===== config.mk =====
export PLATFORM = sky130hd
export DESIGN_NAME = hicode_alloc
export DESIGN_NICKNAME = d
export VERILOG_FILES = /design/src/rtl/hca_pkg.sv /design/src/rtl/hca_entry.sv /design/src/rtl/hca_match.sv /design/src/rtl/hicode_alloc.sv
export SDC_FILE = /design/constraint.sdc
export NUM_CORES = 1
export LEC_CHECK = 0
export CORE_ASPECT_RATIO = 1.1
export CORE_MARGIN = 2
export CORE_UTILIZATION = 45
export DETAILED_ROUTE_END_ITERATION = 10
export PLACE_DENSITY = 0.65
export REMOVE_ABC_BUFFERS = 1
export SLEW_MARGIN = 10
export SYNTH_ARGS = -nofsm -noshare
export SYNTH_HDL_FRONTEND = slang
export SYNTH_SLANG_ARGS = --single-unit

===== constraint.sdc =====
create_clock -name clk -period 7.49 [get_ports clk]
set_input_delay 2.247 -clock clk [delete_from_list [all_inputs] [get_ports clk]]
set_output_delay 2.247 -clock clk [all_outputs]
set_load 0.02 [all_outputs]

===== src/rtl/hca_pkg.sv =====
package hca_pkg;
    typedef enum logic {
        ENT_FREE = 1'b0,
        ENT_LIVE = 1'b1
    } ent_state_e;
endpackage


===== src/rtl/hca_entry.sv =====
module hca_entry
    import hca_pkg::*;
#(
    parameter int HIGH_W = 40,
    parameter int CNT_W  = 4
) (
    input  logic              clk,
    input  logic              rst_n,
    input  logic              flush,
    input  logic              claim,
    input  logic              inc,
    input  logic              dec,
    input  logic [HIGH_W-1:0] upper_in,
    output ent_state_e        state_q,
    output logic [HIGH_W-1:0] upper_q,
    output logic [CNT_W-1:0]  cnt_q
);
    localparam logic [CNT_W-1:0] ONE = CNT_W'(1);

    ent_state_e        state_d;
    logic [HIGH_W-1:0] upper_d;
    logic [CNT_W-1:0]  cnt_d;

    always_ff @(posedge clk or negedge rst_n) begin
        if (!rst_n) begin
            state_q <= ENT_FREE;
            upper_q <= '0;
            cnt_q   <= '0;
        end else begin
            state_q <= state_d;
            upper_q <= upper_d;
            cnt_q   <= cnt_d;
        end
    end

    always_comb begin
        state_d = state_q;
        upper_d = upper_q;
        cnt_d   = cnt_q;
        if (flush) begin
            // WIPE
            state_d = ENT_FREE;
            cnt_d   = '0;
        end else begin
            unique case (state_q)
                ENT_FREE: begin
                    // CLAIM; a retire on a free entry is ignored
                    if (claim) begin
                        state_d = ENT_LIVE;
                        upper_d = upper_in;
                        cnt_d   = ONE;
                    end
                end
                ENT_LIVE: begin
                    // HOLD, or RELEASE on the last reference
                    if (inc && !dec) begin
                        cnt_d = cnt_q + ONE;
                    end else if (dec && !inc) begin
                        cnt_d = cnt_q - ONE;
                        if (cnt_q == ONE) state_d = ENT_FREE;
                    end
                end
                default: state_d = ENT_FREE;
            endcase
        end
    end
endmodule


===== src/rtl/hca_match.sv =====
module hca_match #(
    parameter int ENTRIES = 8,
    parameter int CODE_W  = 3,
    parameter int HIGH_W  = 40,
    parameter int CNT_W   = 4
) (
    input  logic [ENTRIES-1:0]        live,
    input  logic [ENTRIES*HIGH_W-1:0] upper_flat,
    input  logic [ENTRIES*CNT_W-1:0]  cnt_flat,
    input  logic [HIGH_W-1:0]         key,
    output logic                      hit,
    output logic [CODE_W-1:0]         hit_code,
    output logic                      hit_full,
    output logic                      free_any,
    output logic [CODE_W-1:0]         free_code
);
    localparam logic [CNT_W-1:0] CNT_MAX = '1;

    // Scan downwards so the lowest index wins both searches.
    always_comb begin
        hit       = 1'b0;
        hit_code  = '0;
        hit_full  = 1'b0;
        free_any  = 1'b0;
        free_code = '0;
        for (int i = ENTRIES - 1; i >= 0; i--) begin
            if (live[i] && upper_flat[i*HIGH_W +: HIGH_W] == key) begin
                hit      = 1'b1;
                hit_code = CODE_W'(i);
                hit_full = (cnt_flat[i*CNT_W +: CNT_W] == CNT_MAX);
            end
            if (!live[i]) begin
                free_any  = 1'b1;
                free_code = CODE_W'(i);
            end
        end
    end
endmodule


===== src/rtl/hicode_alloc.sv =====
module hicode_alloc
    import hca_pkg::*;
#(
    parameter int ADDR_W = 64,
    parameter int LOW_W  = 24,
    parameter int CODE_W = 3,
    parameter int CNT_W  = 4
) (
    input  logic                     clk,
    input  logic                     rst_n,
    input  logic                     flush,
    input  logic                     fetch_valid,
    input  logic [ADDR_W-1:0]        fetch_addr,
    output logic                     fetch_grant,
    output logic                     fetch_stall,
    output logic [CODE_W+LOW_W-1:0]  fetch_tag,
    input  logic                     retire_valid,
    input  logic [CODE_W-1:0]        retire_code,
    input  logic [CODE_W+LOW_W-1:0]  expand_tag,
    output logic [ADDR_W-1:0]        expand_addr,
    output logic                     expand_live
);
    localparam int HIGH_W  = ADDR_W - LOW_W;
    localparam int ENTRIES = 1 << CODE_W;
    localparam int TAG_W   = CODE_W + LOW_W;

    logic [HIGH_W-1:0]         key;
    logic [ENTRIES-1:0]        live_vec;
    logic [ENTRIES*HIGH_W-1:0] upper_flat;
    logic [ENTRIES*CNT_W-1:0]  cnt_flat;
    logic                      hit, hit_full, free_any;
    logic [CODE_W-1:0]         hit_code, free_code, code_sel, exp_code;

    assign key = fetch_addr[ADDR_W-1:LOW_W];

    hca_match #(
        .ENTRIES(ENTRIES), .CODE_W(CODE_W), .HIGH_W(HIGH_W), .CNT_W(CNT_W)
    ) u_match (
        .live      (live_vec),
        .upper_flat(upper_flat),
        .cnt_flat  (cnt_flat),
        .key       (key),
        .hit       (hit),
        .hit_code  (hit_code),
        .hit_full  (hit_full),
        .free_any  (free_any),
        .free_code (free_code)
    );

    always_comb begin
        fetch_grant = fetch_valid && !flush && (hit ? !hit_full : free_any);
        fetch_stall = fetch_valid && !fetch_grant;
        code_sel    = hit ? hit_code : free_code;
        fetch_tag   = {code_sel, fetch_addr[LOW_W-1:0]};
    end

    for (genvar g = 0; g < ENTRIES; g++) begin : g_ent
        ent_state_e        st;
        logic [HIGH_W-1:0] up;
        logic [CNT_W-1:0]  cnt;

        hca_entry #(.HIGH_W(HIGH_W), .CNT_W(CNT_W)) u_ent (
            .clk     (clk),
            .rst_n   (rst_n),
            .flush   (flush),
            .claim   (fetch_grant && !hit && free_code == CODE_W'(g)),
            .inc     (fetch_grant && hit && hit_code == CODE_W'(g)),
            .dec     (retire_valid && retire_code == CODE_W'(g)),
            .upper_in(key),
            .state_q (st),
            .upper_q (up),
            .cnt_q   (cnt)
        );

        assign live_vec[g]                    = (st == ENT_LIVE);
        assign upper_flat[g*HIGH_W +: HIGH_W] = up;
        assign cnt_flat[g*CNT_W +: CNT_W]     = cnt;
    end

    always_comb begin
        exp_code    = expand_tag[TAG_W-1:LOW_W];
        expand_addr = {upper_flat[exp_code*HIGH_W +: HIGH_W], expand_tag[LOW_W-1:0]};
        expand_live = live_vec[exp_code];
    end
endmodule


-- Word level (Yosys, flattened, before mapping)
Cells that the tools add are included.
- add/sub/neg operators: 16
- multipliers: 1
- $lt $le $gt $ge: 1
- eq/ne operators: 61
- shift-type cells: 1
- multiplexer cells: 132
- bitwise operators: 9
- reduce and logical (&&, ||, !) cells: 92
- operator list (kind ; number):
    $eq A40 B40 Y1 ; 8
    $shiftx A320 B10 Y40 ; 1
    $mux W4 ; 32
    $mux W1 ; 66
    $pmux W4 S2 ; 8
    $logic_and A1 B1 Y1 ; 53
    $mux W3 ; 17
    $eq A3 B3 Y1 const B ; 12
    $add A4 B1 Y4 const B ; 8
    $eq A4 B1 Y1 const B ; 8
    $eq A4 B4 Y1 const B ; 8
    $ne A4 B4 Y1 const B ; 8
    $sub A4 B1 Y4 const B ; 8
    $ne A3 B2 Y1 const B ; 8
    $reduce_and A3 Y1 ; 8
    $logic_not A1 Y1 ; 20
    $eq A3 B2 Y1 const B ; 6
    $pmux W1 S2 ; 8
    $reduce_and A2 Y1 ; 8
    $eq A3 B1 Y1 const B ; 3
    $logic_not A3 Y1 ; 3
    $not A1 Y1 ; 9
    $mul A3 B3 Y6 const B ; 1
    $lt A3 B4 Y1 const B ; 1
    $bmux W1 S3 ; 1
- flip-flop bits (word level): 360
- bits of input ports: 99

-- Depth between registers and ports, before layout
Gate-level depths: netlist of run 1.
- word-level depth: 21
- gate-level depth with buffers: 14
- depth with buffers taken out: 11

-- Cells and area by module
Synthesis of run 1 repeated with hierarchy kept, for this count alone.
- cell total of the unflattened synthesis: 1753
- area, all modules: 22987.0 µm²
- by module, submodules not included (module ; instances ; cells each ; area each (µm²)):
    hca_entry ; 8 ; 120 ; 1924.3
    hca_match ; 1 ; 550 ; 4195.3
    hicode_alloc ; 1 ; 243 ; 3397.0

-- Worst setup path after synthesis of run 1
No wires, ideal clock.
- kind: input -> output
- from: input port fetch_addr[38]
- to: output port fetch_stall
- arrival: 5137 ps
- setup slack: 106 ps
- stages: 10
- path buffers: 1
- path through: clkbuf_1 xor2_1 or4b_2 nor4_1 nand4_1 mux2i_1 o2111ai_1 nand3_1 a21oi_1 nor2b_1
- cells in the longest elaborated chain, start to end: 15
- elaborated cells on any way between the ends: 37
- classes of those cells: eq/ne (8); mux (17); reduce/logical (12)
- RTL lines (what ; line ; text):
    start, declared ; hicode_alloc.sv:13 ; input logic [ADDR_W-1:0] fetch_addr,
    $eq A40 B40 Y1 ; hca_match.sv:27 ; if (live[i] && upper_flat[i*HIGH_W +: HIGH_W] == key) begin
    $logic_and A1 B1 Y1 ; hca_match.sv:27 ;
    $mux W1 (8 in series) ; hca_match.sv:27 ;
    $logic_not A1 Y1 ; hicode_alloc.sv:51 ; fetch_grant = fetch_valid && !flush && (hit ? !hit_full : free_any);
    $mux W1 * ; hicode_alloc.sv:51 ;
    $logic_and A1 B1 Y1 * ; hicode_alloc.sv:51 ;
    via fetch_grant ; hicode_alloc.sv:14 ; output logic fetch_grant,
    $logic_not A1 Y1 * ; hicode_alloc.sv:52 ; fetch_stall = fetch_valid && !fetch_grant;
    $logic_and A1 B1 Y1 * ; hicode_alloc.sv:52 ;
    end, declared ; hicode_alloc.sv:15 ; output logic fetch_stall,
The timed path passes the listed nets; every way through them passes the cells marked *.

-- Final worst setup path of run 1
- from: input port fetch_addr[41]
- to: output port fetch_stall
- cells in the longest elaborated chain, start to end: 15
- elaborated cells on any way between the ends: 37
- classes of those cells: eq/ne (8); mux (17); reduce/logical (12)
- RTL lines (what ; line):
    $eq A40 B40 Y1 ; hca_match.sv:27
    $logic_and A1 B1 Y1 ; hca_match.sv:27
    $mux W1 (8 in series) ; hca_match.sv:27
    $logic_not A1 Y1 ; hicode_alloc.sv:51
    $mux W1 * ; hicode_alloc.sv:51
    $logic_and A1 B1 Y1 * ; hicode_alloc.sv:51
    $logic_not A1 Y1 * ; hicode_alloc.sv:52
    $logic_and A1 B1 Y1 * ; hicode_alloc.sv:52
Every way passes the cells marked *; elsewhere a longest branch is shown, timed or not.

==> results of run 1 <==
## cells in the mapped netlist, types with 12 or more instances
library cell,count
nand3_1,51
ha_1,24
nand2b_1,61
mux4_2,82
xor2_1,53
xnor2_1,253
or4_1,12
buf_2,14
nor2_1,54
dfrtp_1,360
buf_1,16
nand4_1,124
nor4_1,48
o21ai_0,64
a21oi_1,19
clkbuf_1,122
buf_4,48
and3_1,15
nor3_1,38
nand2_1,102
inv_1,51
mux2_2,330
## critical path: stages
cell and delay, ns:
clkdlybuf4s50_1 0.40, buf_4 0.17, buf_4 0.17, xnor2_1 0.36, nand4_1 0.21, nor4_4 0.28, nand4_1 0.19, buf_4 0.21
nand3b_1 0.17, o2111ai_2 0.11, nand3_2 0.13, a21oi_2 0.22, nor2b_1 0.07, clkdlybuf4s15_2 0.25
## final cells by class
type                    instances  area [sq um]  area share, %
clock buffers                  53          1170           3.88
clock inverters                15           160          0.530
inverters                      51           191          0.633
multi-input cells            1527         13700           45.3
flip-flops and latches        360          9010           29.8
well taps                     667           835           2.76
repair buffers                618          5170           17.1
## power by group through the flow
stage / clock network (W) / logic, W / registers (W)
final: 0.00206 / 0.00179 / 0.00235
after global placement: 0 / 0.00171 / 0.00236
after floorplan: 0 / 0.000710 / 0.00230
after detailed placement: 0 / 0.00173 / 0.00237
after global routing: 0.00216 / 0.00185 / 0.00237
after CTS: 0.00209 / 0.00175 / 0.00234
## per-layer routing
layer	global-route usage (%)	vias up	wire [um]
met5	0	-	13
met4	18.5	2	6060
met3	6.89	236	6710
met2	59.4	814	46100
met1	46.3	10200	39400
li1	-	8690	-
## sequential cells by signal (all words and copies together), names as in the netlist
name	cells
g_ent.u_ent.cnt_q	32
g_ent.u_ent.state_q	8
g_ent.u_ent.upper_q	320
## worst min-delay path by stage
stage	to
after floorplan	g_ent[3].u_ent.upper_q[2]
after global placement	g_ent[3].u_ent.upper_q[5]
after detailed placement	g_ent[3].u_ent.upper_q[19]
after CTS	g_ent[3].u_ent.upper_q[19]
after global routing	g_ent[3].u_ent.upper_q[2]
final	g_ent[3].u_ent.upper_q[7]
## logic make-up after synthesis
logic type	count (synthesis)	synth area share, %
AO/OA/AOI/OAI	197	5.87
multiplexers	422	24.2
AND/OR/NAND/NOR	578	13.9
buffers and inverters	252	4.91
flip-flops	360	38.4
XOR/XNOR	306	11.4
adder cells (fa/ha/maj)	24	1.28
## stage by stage
step / hold slack, ns / area (sq um) / TNS, ns
4_1_cts: 0.527 / 30000 / 0
5_1_grt: 0.560 / 30200 / -0.0301
6_report: 0.522 / 30200 / 0
3_3_place_gp: 0.504 / 28400 / -2.72
2_1_floorplan: 0.487 / 22500 / 0
3_5_place_dp: 0.512 / 28400 / -2.69
## timing repair
action | CTS | global route
buffers inserted | 7 | 4
gates resized for setup | 58 | 50
cloned | 0 | 0
pin swaps | 9 | 11
setup endpoints to repair | 5 | 5
==> out/metrics.cfg, run 1 <==
[synthesis]
syn_area_per_cell_sq_um = 11.0
synthFlopType = dfrtp_1
synth_cell_types = 79
post_synth_instance_area_sq_um = 23400
yosysTopAreaCellShare_pct = 38.4
ys_warn_count = 0
synthTopCellsByArea = dfrtp_1 38%, mux2_2 16%, xnor2_1 9.5%
syn_inst = 2139
ys_seq_area_share_pct = 38.4
async_flop_share_pct = 100
ys_ff_latch = 360
yosysTopAreaCell = dfrtp_1
synth_edf_count = 0

[min_path]
hp-class = flop to flop
hold-path-cell-count = 2
hold_start = g_ent[3].u_ent.upper_q[7]

[power_and_ir_drop]
p_per_area_nw_per_um2 = 205
clkPwrFrac_pct = 33.3
p_sw_w = 0.00198
peakVddDrop_v = 0.000195
p_total_w = 0.00620
p_comb_share_pct = 28.8
power_frac_seq_pct = 37.9
intPower_w = 0.00422
p_leak_nw = 13.1
switching_share_pct = 32.0

[critical_path]
timing.rr.end = g_ent[5].u_ent.cnt_q[0]
cp.required_ns = 5.24
rr_worst_depth = 13
critPathLaunch = fetch_addr[41]
startpoint_type = primary input
cp-endpoint = fetch_stall
crit_type = primary input to primary output
critPathCaptureType = primary output
worstPathMaxFanout = 7
arrival_ns = 5.21
rr_startpoint = g_ent[6].u_ent.upper_q[34]
r2r_slack_ns = 3.25

[sta]
final_max_slew_viol_count = 0
fin_crit_sh_pct = 99.5
setup_ws_ns = 0.0348
fmax_mhz = 134
worst_pin_slew_ns = 1.20
maxSlewHeadroom_pct = 20.2
hold_viol_final = 0
setup_viol = 0
finClkSkew_ns = 0.0218
rsz0062_at_grt = true
period_needed_ns = 7.46

[cts]
h-tree-depth = 2
cts_tree = done
hold_buffers = 0
cts-buffers-inserted = 42
cts.reportedPaths.clkPinSlew_ns = 0.05
insertion_delay_ns = 0.58
root_buffer = clkbuf_16
clockBufferDepth = 3
clock_sinks = 360

[floorplan]
start_util_pct = 45.6
die_y_um = 243
core-area_sq_um = 51400
ioPinCount = 193
die_w_um = 222
rows = 87
die-area_sq_um = 53900

[detailed_routing]
vias = 19900
dr.pass1.iters = 8
antenna_left = 0
viasPerCell = 6.05
detail_route.wl_per_cell_um = 29.9
remaining_drc_errors = 5
drt_iter0_markers = 1870
wirelength_um = 98300

[place]
dpl.hpwl_um = 76100
port_buffers = 96
gp_congestion = 1.06
preCtsSetupSlack_ns = -0.676
dp_cells = 3212

[grt]
overflow = 0
grt_max_degree = 169
grt_usage_pct = 36.4
antenna_found_initial = 2
grt_pass1_vias = 20100
grt_pass1_wl_um = 142000

[status]
violations = design-rule violations
status = finished with violations

[final_layout]
n_fill_cell = 4327
final_cell_mix = 490 x buf_4, 360 x dfrtp_1, 330 x mux2_2, 243 x xnor2_1, 124 x nand4_1
layout-drive-gt1-share_pct = 41.3
nets = 2723
areaGrowthSynthToFinish_pct = 29.0
fin_cells = 3291
insertedDiodeCount = 0
final_util_pct = 58.8
final_common_cell = buf_4

[job]
cap_violations = 0

Note: power is estimated with default switching activity, not from simulation.
==> run 2: changes to the inputs <==
Settings changed: CTS_CLUSTER_SIZE set to 8.
==> run 2 against run 1 <==
Net effect:
- the run still ends with design-rule violations left
- hold slack about the same
- highest routed layer unchanged
- first-iteration DRC count up 1.0%
- largest cell class unchanged
- clock power about the same
- power up 0.40%
- combinational power about the same
- flip-flop and latch count unchanged
==> out/metrics.cfg, run 2 (synthesis gave the netlist of run 1 again) <==
[final_layout]
n_fill_cell = 4299  ; was 4,327
final_common_cell = buf_4  ; unchanged
regMostFlops = g_ent.u_ent.upper_q  ; unchanged
nets = 2729  ; was 2,723
multiInputGateArea_sq_um = 13700  ; about the same
areaGrowthSynthToFinish_pct = 29.0  ; about the same
register_area_sq_um = 9010  ; unchanged
layout-drive-gt1-share_pct = 41.1  ; was 41.3%
final_cell_mix = 488 x buf_4, 360 x dfrtp_1, 330 x mux2_2, 242 x xnor2_1, 124 x nand4_1  ; was 490 x buf_4, 360 x dfrtp_1, 330 x mux2_2, 243 x xnor2_1, 124 x nand4_1
reg_top3 = g_ent.u_ent.upper_q (320), g_ent.u_ent.cnt_q (32), g_ent.u_ent.state_q (8)  ; unchanged
insertedDiodeCount = 0  ; unchanged
largest_reg_flops = 320  ; unchanged
final_area_sq_um = 30200  ; about the same

[job]
cap_violations = 0  ; unchanged

[critical_path]
arrival_ns = 5.19  ; was 5.21 ns
critPathCaptureType = primary output  ; unchanged
path_cells = dlygate4sd2_1 -> xor2_2 -> or4_1 -> or3b_1 -> or4_4 -> o21a_1 -> o211ai_2 -> a21oi_2 -> o21bai_1 -> clkdlybuf4s15_2  ; was clkdlybuf4s50_1 -> buf_4 -> buf_4 -> xnor2_1 -> nand4_1 -> nor4_4 -> nand4_1 -> buf_4 -> nand3b_1 -> o2111ai_2 -> nand3_2 -> a21oi_2 -> nor2b_1 -> clkdlybuf4s15_2
startpoint_type = primary input  ; unchanged
cp_slowest_cell = or4_4  ; was clkdlybuf4s50_1
rr_startpoint = g_ent[1].u_ent.state_q  ; was g_ent[6].u_ent.upper_q[34]
crit_type = primary input to primary output  ; unchanged
worstPathMaxFanout = 2  ; was 7
rr_worst_depth = 11  ; was 13
cp.required_ns = 5.24  ; about the same
r2r_slack_ns = 3.26  ; was 3.25 ns
max_stage_delay_ns = 0.53  ; was 0.40 ns
timing.rr.end = g_ent[5].u_ent.cnt_q[0]  ; unchanged

[sta]
period_needed_ns = 7.44  ; was 7.46 ns
fmax_mhz = 134  ; about the same
rsz0062_at_grt = true  ; unchanged
fin_crit_sh_pct = 99.3  ; was 99.5%
final_max_slew_viol_count = 0  ; unchanged
hold_ws_ns = 0.522  ; about the same
worst_pin_slew_ns = 1.19  ; was 1.20 ns
setup_ws_ns = 0.0540  ; was 0.0348 ns
hold_viol_final = 0  ; unchanged
maxSlewHeadroom_pct = 20.5  ; was 20.2%
setup_viol = 0  ; unchanged
finClkSkew_ns = 0.0346  ; was 0.0218 ns

[grt]
antenna_found_initial = 3  ; was 2
grt_usage_pct = 36.4  ; about the same
overflow = 0  ; unchanged
grt_pass1_wl_um = 142000  ; about the same
grt_pass1_vias = 20200  ; was 20.1k
grt_max_degree = 169  ; unchanged

[power_and_ir_drop]
p_leak_nw = 13.1  ; about the same
peakVddDrop_v = 0.000183  ; was 0.000195 V
p_total_w = 0.00623  ; was 0.00620 W
p_per_area_nw_per_um2 = 206  ; was 205 nW/um^2

[place]
place_area_sq_um = 28400  ; unchanged
gp_congestion = 1.06  ; unchanged
preCtsSetupSlack_ns = -0.676  ; unchanged
port_buffers = 96  ; unchanged
dpl.hpwl_um = 76100  ; unchanged

[cts]
cts-buffers-inserted = 51  ; was 42
h-tree-depth = 2  ; unchanged
insertion_delay_ns = 0.61  ; was 0.58 ns
clockBufferDepth = 3  ; unchanged
hold_buffers = 0  ; unchanged
cts_tree = done  ; unchanged
cts.reportedPaths.clkPinSlew_ns = 0.04  ; was 0.05 ns
root_buffer = clkbuf_16  ; unchanged
clock_sinks = 360  ; unchanged

[min_path]
hp-class = flop to flop  ; unchanged
whs_endpoint = g_ent[3].u_ent.upper_q[7]  ; unchanged
hold_start = g_ent[3].u_ent.upper_q[7]  ; unchanged
hold-path-cell-count = 2  ; unchanged

[status]
status = finished with violations  ; unchanged
violations = design-rule violations  ; unchanged

[floorplan]
die_y_um = 243  ; unchanged
die-area_sq_um = 53900  ; unchanged
ioPinCount = 193  ; unchanged
core-area_sq_um = 51400  ; unchanged
rows = 87  ; unchanged
start_util_pct = 45.6  ; unchanged
die_w_um = 222  ; unchanged

[detailed_routing]
antenna_left = 0  ; unchanged
vias = 19900  ; about the same
detail_route.wl_per_cell_um = 30.0  ; was 29.9 um
dr.pass1.iters = 9  ; was 8
wirelength_um = 98400  ; was 98,300 um
remaining_drc_errors = 5  ; unchanged
drt_iter0_markers = 1889  ; was 1,870
viasPerCell = 6.09  ; was 6.05

==> run 2: cell types whose count changed in the layout (fill, tap and decap cells not counted), sizes merged <==
cell and delta:
buf -3, dlygate4sd2 -1, clkinvlp -1, clkbuf +3, dlymetal6s2s +2, inv +1, bufinv -3, clkinv -10
clkdlybuf4s50 -1
==> run 2: report_power, final <==
group          leakage, nW  total [W]  internal [W]  switching (W)
logic                 7.67    0.00178      0.000879       0.000903
registers             4.79    0.00235       0.00214       0.000214
clock network        0.667    0.00209       0.00123       0.000865
==> run 2: cell type report <==
cell class                 count  area share [%]
multi-input combinational   1527            45.3
tap                          667            2.76
clock inverter                 2          0.0952
sequential                   360            29.8
clock buffer                  56            4.38
timing repair buffer         615            17.0
inverter                      51           0.633
==> run 2: repair_timing <==
action | 4_1_cts | 5_1_grt
gates resized for setup | 55 | 52
endpoints found under the hold margin | 0 | 0
endpoints found under the setup margin | 5 | 5
buffers inserted | 7 | 1
pin swaps | 8 | 7
==> run 2: critical path, delay by kind of cell <==
kind                      cells  cell delay, ns
AOI/OAI and AO/OA             4            0.71
buffers and inverters         2            0.55
xor gates and xnor gates      1            0.25
and+or+nand+nor               3            1.43
==> run 2: how the worst max path moves through the flow <==
stage	depth (start not counted)	slack, ns	endpoint	start
after floorplan	8	0.14	g_ent[1].u_ent.upper_q[0]	fetch_addr[42]
after global placement	14	-0.69	fetch_grant	fetch_addr[52]
after detailed placement	14	-0.68	fetch_grant	fetch_addr[52]
after CTS	16	0.009	fetch_stall	fetch_addr[36]
after global routing	15	-0.03	fetch_stall	fetch_addr[36]
final	10	0.05	fetch_tag[24]	fetch_addr[58]
==> run 2: stage by stage <==
stage	instances	utilization, %	setup TNS [ns]
6_report	3278	58.8	0
5_1_grt	3278	58.8	-0.0600
4_1_cts	3277	58.4	0
3_5_place_dp	3212	55.2	-2.69
3_3_place_gp	3212	55.2	-2.72
2_1_floorplan	1938	-	0
==> run 2: layer usage <==
| metal | wire length [um] | track usage (%) | up-vias | share of wire (%) |
|---|---|---|---|---|
| met2 | 46100 | 59.5 | 780 | 47 |
| met1 | 39300 | 45.1 | 10200 | 40 |
| met3 | 6880 | 8.54 | 241 | 7.0 |
| met5 | 11 | 0 | - | 0.011 |
| met4 | 6070 | 18.4 | 2 | 6.2 |
| li1 | - | - | 8706 | - |
